File: config.mk
export PLATFORM = sky130hd
export DESIGN_NAME = dram_pager
export DESIGN_NICKNAME = d
export VERILOG_FILES = /design/src/rtl/dpg_pkg.sv /design/src/rtl/dpg_refresh_timer.sv /design/src/rtl/dpg_addr_mux.sv /design/src/rtl/dpg_sequencer.sv /design/src/rtl/dram_pager.sv
export SDC_FILE = /design/constraint.sdc
export NUM_CORES = 1
export LEC_CHECK = 0
export BUFFER_PORTS_ARGS = -buffer_cell sky130_fd_sc_hd__buf_2
export CORE_UTILIZATION = 52
export CTS_CLUSTER_DIAMETER = 120
export DETAILED_ROUTE_END_ITERATION = 10
export PLACE_DENSITY = 0.8
export SLEW_MARGIN = 20
export SYNTH_ARGS = -nofsm -noshare
export SYNTH_HDL_FRONTEND = slang
export SYNTH_SLANG_ARGS = --single-unit
File: constraint.sdc
create_clock -name clk -period 2.2 [get_ports clk]
set_clock_uncertainty 0.1 [all_clocks]
set_input_delay 0.11 -clock clk [delete_from_list [all_inputs] [get_ports clk]]
set_output_delay 0.11 -clock clk [all_outputs]
set_load 0.1 [all_outputs]
File: src/rtl/dpg_pkg.sv
package dpg_pkg;

  typedef enum logic [2:0] {
    ST_IDLE,
    ST_PRE,
    ST_ACT,
    ST_COL,
    ST_RCAS,
    ST_RRAS
  } dpg_state_e;

  typedef enum logic [1:0] {
    GO_ACT,
    GO_REF,
    GO_IDLE
  } dpg_dest_e;

endpackage

File: src/rtl/dpg_refresh_timer.sv
module dpg_refresh_timer #(
  parameter int REF_PERIOD = 1560
) (
  input  logic clk,
  input  logic rst_n,
  input  logic take_i,
  output logic pend_o
);
  localparam int CNT_W = (REF_PERIOD > 2) ? $clog2(REF_PERIOD) : 1;

  logic [CNT_W-1:0] cnt_q, cnt_d;
  logic             pend_q, pend_d;
  logic             tick;

  always_comb begin
    tick   = (cnt_q == CNT_W'(REF_PERIOD - 1));
    cnt_d  = tick ? '0 : cnt_q + CNT_W'(1);
    pend_d = tick | (pend_q & ~take_i);
  end

  always_ff @(posedge clk or negedge rst_n) begin
    if (!rst_n) begin
      cnt_q  <= '0;
      pend_q <= 1'b0;
    end else begin
      cnt_q  <= cnt_d;
      pend_q <= pend_d;
    end
  end

  assign pend_o = pend_q;
endmodule

File: src/rtl/dpg_addr_mux.sv
module dpg_addr_mux #(
  parameter int ADDR_PINS = 10
) (
  input  logic                 sel_col_i,
  input  logic [ADDR_PINS-1:0] row_i,
  input  logic [ADDR_PINS-1:0] col_i,
  output logic [ADDR_PINS-1:0] pins_o
);
  always_comb begin
    pins_o = sel_col_i ? col_i : row_i;
  end
endmodule

File: src/rtl/dpg_sequencer.sv
module dpg_sequencer
  import dpg_pkg::*;
#(
  parameter int ADDR_PINS = 10,
  parameter int DATA_W    = 16,
  parameter int T_PRE     = 2
) (
  input  logic                   clk,
  input  logic                   rst_n,
  input  logic                   req_i,
  input  logic                   req_we_i,
  input  logic [2*ADDR_PINS-1:0] req_addr_i,
  input  logic [DATA_W-1:0]      req_wdata_i,
  input  logic                   ref_pend_i,
  output logic                   ref_take_o,
  output logic                   ras_n_o,
  output logic                   cas_n_o,
  output logic                   we_n_o,
  output logic                   oe_o,
  output logic                   sel_col_o,
  output logic [ADDR_PINS-1:0]   row_o,
  output logic [ADDR_PINS-1:0]   col_o,
  output logic [DATA_W-1:0]      wdata_o,
  input  logic [DATA_W-1:0]      rdq_i,
  output logic                   ack_o,
  output logic [DATA_W-1:0]      rdata_o
);
  localparam int AW  = 2 * ADDR_PINS;
  localparam int PCW = (T_PRE > 1) ? $clog2(T_PRE) : 1;
  localparam logic [PCW-1:0] PRE_LOAD = PCW'(T_PRE - 1);

  dpg_state_e             state_q, state_d;
  dpg_dest_e              dest_q, dest_d;
  logic [PCW-1:0]         cnt_q, cnt_d;
  logic                   open_q, open_d;
  logic [ADDR_PINS-1:0]   open_row_q, open_row_d;
  logic [ADDR_PINS-1:0]   cur_row_q, cur_col_q;
  logic                   cur_we_q;
  logic [DATA_W-1:0]      cur_wdata_q;
  logic                   ack_q, ack_d;
  logic [DATA_W-1:0]      rdata_q;
  logic                   load, take, row_hit, rd_cap;

  assign row_hit = (req_addr_i[AW-1:ADDR_PINS] == open_row_q);

  // next-state logic
  always_comb begin
    state_d    = state_q;
    dest_d     = dest_q;
    cnt_d      = cnt_q;
    open_d     = open_q;
    open_row_d = open_row_q;
    load       = 1'b0;
    take       = 1'b0;
    ack_d      = 1'b0;
    case (state_q)
      ST_IDLE: begin
        if (!ack_q) begin
          if (ref_pend_i) begin
            if (open_q) begin
              state_d = ST_PRE;
              dest_d  = GO_REF;
              cnt_d   = PRE_LOAD;
              open_d  = 1'b0;
            end else begin
              state_d = ST_RCAS;
              take    = 1'b1;
            end
          end else if (req_i) begin
            load = 1'b1;
            if (open_q && row_hit) begin
              state_d = ST_COL;
            end else if (open_q) begin
              state_d = ST_PRE;
              dest_d  = GO_ACT;
              cnt_d   = PRE_LOAD;
              open_d  = 1'b0;
            end else begin
              state_d = ST_ACT;
            end
          end
        end
      end
      ST_PRE: begin
        if (cnt_q == '0) begin
          case (dest_q)
            GO_REF: begin
              state_d = ST_RCAS;
              take    = 1'b1;
            end
            GO_ACT:  state_d = ST_ACT;
            default: state_d = ST_IDLE;
          endcase
        end else begin
          cnt_d = cnt_q - PCW'(1);
        end
      end
      ST_ACT: begin
        state_d    = ST_COL;
        open_d     = 1'b1;
        open_row_d = cur_row_q;
      end
      ST_COL: begin
        state_d = ST_IDLE;
        ack_d   = 1'b1;
      end
      ST_RCAS: state_d = ST_RRAS;
      ST_RRAS: begin
        state_d = ST_PRE;
        dest_d  = GO_IDLE;
        cnt_d   = PRE_LOAD;
      end
      default: state_d = ST_IDLE;
    endcase
  end

  // state registers
  always_ff @(posedge clk or negedge rst_n) begin
    if (!rst_n) begin
      state_q    <= ST_IDLE;
      dest_q     <= GO_IDLE;
      cnt_q      <= '0;
      open_q     <= 1'b0;
      open_row_q <= '0;
      ack_q      <= 1'b0;
    end else begin
      state_q    <= state_d;
      dest_q     <= dest_d;
      cnt_q      <= cnt_d;
      open_q     <= open_d;
      open_row_q <= open_row_d;
      ack_q      <= ack_d;
    end
  end

  // request capture, enabled on acceptance
  always_ff @(posedge clk or negedge rst_n) begin
    if (!rst_n) begin
      cur_row_q   <= '0;
      cur_col_q   <= '0;
      cur_we_q    <= 1'b0;
      cur_wdata_q <= '0;
    end else if (load) begin
      cur_row_q   <= req_addr_i[AW-1:ADDR_PINS];
      cur_col_q   <= req_addr_i[ADDR_PINS-1:0];
      cur_we_q    <= req_we_i;
      cur_wdata_q <= req_wdata_i;
    end
  end

  // read data capture, enabled in a read column cycle
  assign rd_cap = (state_q == ST_COL) && !cur_we_q;

  always_ff @(posedge clk or negedge rst_n) begin
    if (!rst_n) begin
      rdata_q <= '0;
    end else if (rd_cap) begin
      rdata_q <= rdq_i;
    end
  end

  // strobe decode from registered state
  always_comb begin
    ras_n_o   = !((state_q == ST_ACT) || (state_q == ST_COL) ||
                  (state_q == ST_RRAS) || ((state_q == ST_IDLE) && open_q));
    cas_n_o   = !((state_q == ST_COL) || (state_q == ST_RCAS) ||
                  (state_q == ST_RRAS));
    oe_o      = (state_q == ST_COL) && cur_we_q;
    we_n_o    = !oe_o;
    sel_col_o = (state_q == ST_COL);
  end

  assign ref_take_o = take;
  assign row_o      = cur_row_q;
  assign col_o      = cur_col_q;
  assign wdata_o    = cur_wdata_q;
  assign ack_o      = ack_q;
  assign rdata_o    = rdata_q;
endmodule

File: src/rtl/dram_pager.sv
module dram_pager #(
  parameter int ADDR_PINS  = 10,
  parameter int DATA_W     = 16,
  parameter int T_PRE      = 2,
  parameter int REF_PERIOD = 1560
) (
  input  logic                   clk,
  input  logic                   rst_n,
  input  logic                   req,
  input  logic                   req_we,
  input  logic [2*ADDR_PINS-1:0] req_addr,
  input  logic [DATA_W-1:0]      req_wdata,
  output logic                   ack,
  output logic [DATA_W-1:0]      rdata,
  output logic [ADDR_PINS-1:0]   dram_addr,
  output logic                   dram_ras_n,
  output logic                   dram_cas_n,
  output logic                   dram_we_n,
  output logic [DATA_W-1:0]      dram_dq_out,
  output logic                   dram_dq_oe,
  input  logic [DATA_W-1:0]      dram_dq_in
);
  logic                 ref_pend, ref_take, sel_col;
  logic [ADDR_PINS-1:0] row, col;

  dpg_refresh_timer #(.REF_PERIOD(REF_PERIOD)) u_timer (
    .clk    (clk),
    .rst_n  (rst_n),
    .take_i (ref_take),
    .pend_o (ref_pend)
  );

  dpg_sequencer #(
    .ADDR_PINS (ADDR_PINS),
    .DATA_W    (DATA_W),
    .T_PRE     (T_PRE)
  ) u_seq (
    .clk         (clk),
    .rst_n       (rst_n),
    .req_i       (req),
    .req_we_i    (req_we),
    .req_addr_i  (req_addr),
    .req_wdata_i (req_wdata),
    .ref_pend_i  (ref_pend),
    .ref_take_o  (ref_take),
    .ras_n_o     (dram_ras_n),
    .cas_n_o     (dram_cas_n),
    .we_n_o      (dram_we_n),
    .oe_o        (dram_dq_oe),
    .sel_col_o   (sel_col),
    .row_o       (row),
    .col_o       (col),
    .wdata_o     (dram_dq_out),
    .rdq_i       (dram_dq_in),
    .ack_o       (ack),
    .rdata_o     (rdata)
  );

  dpg_addr_mux #(.ADDR_PINS(ADDR_PINS)) u_mux (
    .sel_col_i (sel_col),
    .row_i     (row),
    .col_i     (col),
    .pins_o    (dram_addr)
  );
endmodule

==> results.toml <==
[worst_setup_path]
required_ns = 1.99
crit_fanout = 10
timing.rr.end = "u_seq.row_o[8]"
crit_end = "dram_addr[2]"
worstSetupPathDepth = 4
startpoint = "u_seq.state_q[2]"
critPathCaptureType = "output pin"
cp-start-kind = "flip-flop"
cp_slowest_stage_delay_ns = 0.51
crit_arrival_ns = 1.89
slowest_stage = "dfrtp_2"
regToRegSetupSlack_ns = 0.36
reg2reg_depth = 4
cp_top_family = "flip-flops"
crit_chain = "inv_4, and3_4, mux2_2, clkbuf_4"
criticalPathCategory = "reg -> out"
regToRegStartpoint = "u_seq.state_q[0]"
path_buf_inv = 2

[route]
drc = 0
via_per_inst = 5.046
wirelength_mm = 7.687
wl_per_cell_microns = 14.64
drt_pre_antenna_iters = 4
via_count = 2649
drt_iter0_drc = 91
route.antenna.remaining_nets = 0

[sta]
whs_ns = 0.1750
relSlewSlack_pct = 65.97
clock.fmax_mhz = 476.6
slew_violations = 0
post-route-period-util_pct = 95.37
worstMarginPinSlew_ns = 0.5104
grt_setup_unrepaired = "no"
finalHoldViolCount = 0
setup_violations = 0
fin_setup_tns_ns = 0
finalCriticalPeriod_ns = 2.098

[synthesis]
yosysWarnings = 0
seq_area_frac_synth_pct = 56.55
syn-instance-count = 264
async_flop_share_pct = 100.0
synth_edf_count = 0
syn_avg_cell_area_sq_um = 13.92
netlist_area_sq_um = 3675
synthFlopType = "dfrtp_1"
syn-num-nets = 321
ys_ff_latch = 83
ys_types = 40

[grt]
grt_pass1_wl_mm = 12.58
antenna_found_initial = 0
grt_max_degree = 45
grt_pass1_vias = 2742
grt_overflow = 0
grt_use_total_pct = 22.19

[finish]
areaGrowthSynthToFinish_pct = 37.42
drive_gt1_share_pct = 48.48
nFillCells = 450
final_cells = 525
final_nets = 481
utilization_pct = 74.33
insertedDiodeCount = 0

[die]
core.rowCount = 30
io_pins = 103
start_util_pct = 54.09
die_w_microns = 86.07
fp.dieArea_sq_um = 7407
die_h_microns = 86.07
core_area_sq_um = 6794

[clock_network]
cts_max_level = 3
root_buffer = "clkbuf_8"
post_cts_buffers = 0
tritoncts = "done"
clk_latency_ns = 0.34
cts.clk_slew.worst_paths_ns = 0.08
cts-buffers-inserted = 9
clk_path_buf_depth = 2
cts_sinks = 83

[place]
place_congestion = 0.8982
place_inst = 454
portBuffers = 102
dp_hpwl_mm = 4.719

[job]
drv_cap = 0

[status]
status = "finished, final reports clean"

[worst_hold_path]
hold_path_class = "in -> async"
-- cell usage in the layout, fill, tap and decap left out, drive strengths merged, types with 3 or more instances in the layout --
cell type / instances
nand4: 3
nand2: 6
buf: 103
dlygate4sd3: 54
nor2: 15
nor4: 3
a21oi: 5
o21ai: 7
dfrtp: 82
inv: 6
mux2: 73
nor3: 4
xor2: 17
clkbuf: 15
nand3: 8
-- synthesized netlist by cell type (2+ instances only) --
cell type  instances  share of area (%)
buf_6              7                2.1
o211ai_1           2               0.41
mux2_2            61                 19
xor2_1            17                4.1
nor2_1            15                1.5
mux2_1             2               0.61
dfrtp_1           82                 56
nand2_1            6               0.61
xnor2_1            2               0.48
nand3_1            8                1.1
mux2_4            10                4.1
a21o_1             2               0.41
nor4_1             2               0.34
buf_2              3               0.41
nand4_1            3               0.51
inv_1              6               0.61
o21ai_0            7               0.95
nor3_1             3               0.41
a21oi_1            5               0.68
-- final cells by class --
type	count	area (sq um)	share of cell area, %
tap	96	120.1	2.379
inverter	7	32.53	0.6442
clock inverter	4	72.57	1.437
clock buffer	12	155.1	3.072
multi-input combinational	163	1471	29.14
timing repair buffer	160	1116	22.10
sequential	83	2082	41.23
-- timing repair --
action / in CTS / in global routing
endpoints found under the hold margin: 91 / 0
resized for setup: 2 / 5
hold buffers: 54 / 0
gates cloned: 0 / 1
setup endpoints to repair: 11 / 11
-- logic make-up (layout without fill, tap and decap cells) --
kind of cell	after synthesis	in the layout	synth area share [%]
simple gates	48	49	7.457
mux	73	73	23.39
xor+xnor	19	19	4.528
buf+inv	19	183	4.086
compound gates	21	21	3.643
fa+ha+maj	1	1	0.3404
flops	83	83	56.55
-- how the worst min path moves through the flow --
stage           from               end  slack [ns]  cells after the start
2_1_floorplan  rst_n       u_seq.ack_o       -0.29                      0
3_3_place_gp   rst_n  u_seq.wdata_o[8]        0.02                      1
3_5_place_dp   rst_n  u_seq.wdata_o[8]        0.02                      1
4_1_cts        rst_n  u_seq.wdata_o[8]        0.19                      2
5_1_grt        rst_n  u_seq.wdata_o[8]        0.24                      2
6_report       rst_n  u_seq.wdata_o[8]        0.18                      2
-- through the flow --
stage	setup WS (ns)	instance area [sq um]
2_1_floorplan	-0.003996	3687
3_3_place_gp	0.3127	4259
3_5_place_dp	0.2156	4259
4_1_cts	0.03566	5030
5_1_grt	0.04900	5050
6_report	0.1018	5050
-- flip-flops by register name, summed over array words and instances (netlist names) --
register and count:
u_seq.rdata_o 16, u_seq.wdata_o 16, u_timer.cnt_q 11, u_seq.col_o 10, u_seq.open_row_q 10, u_seq.row_o 10, u_seq.state_q 3, u_seq.dest_q 2
u_seq.ack_o 1, u_seq.cnt_q 1, u_seq.cur_we_q 1, u_seq.open_q 1, u_timer.pend_o 1
-- metal layers --
metal / part of all wire, % / global-route usage [%] / up-vias
li1: - / - / 1248
met1: 41 / 26.42 / 1310
met2: 52 / 39.18 / 76
met3: 4.2 / 3.754 / 15
met4: 2.8 / 10.30 / 0
met5: 0 / 0 / -
Power is not shown: default switching activity piles up to over one toggle a cycle in this logic, so the estimate is an artifact.
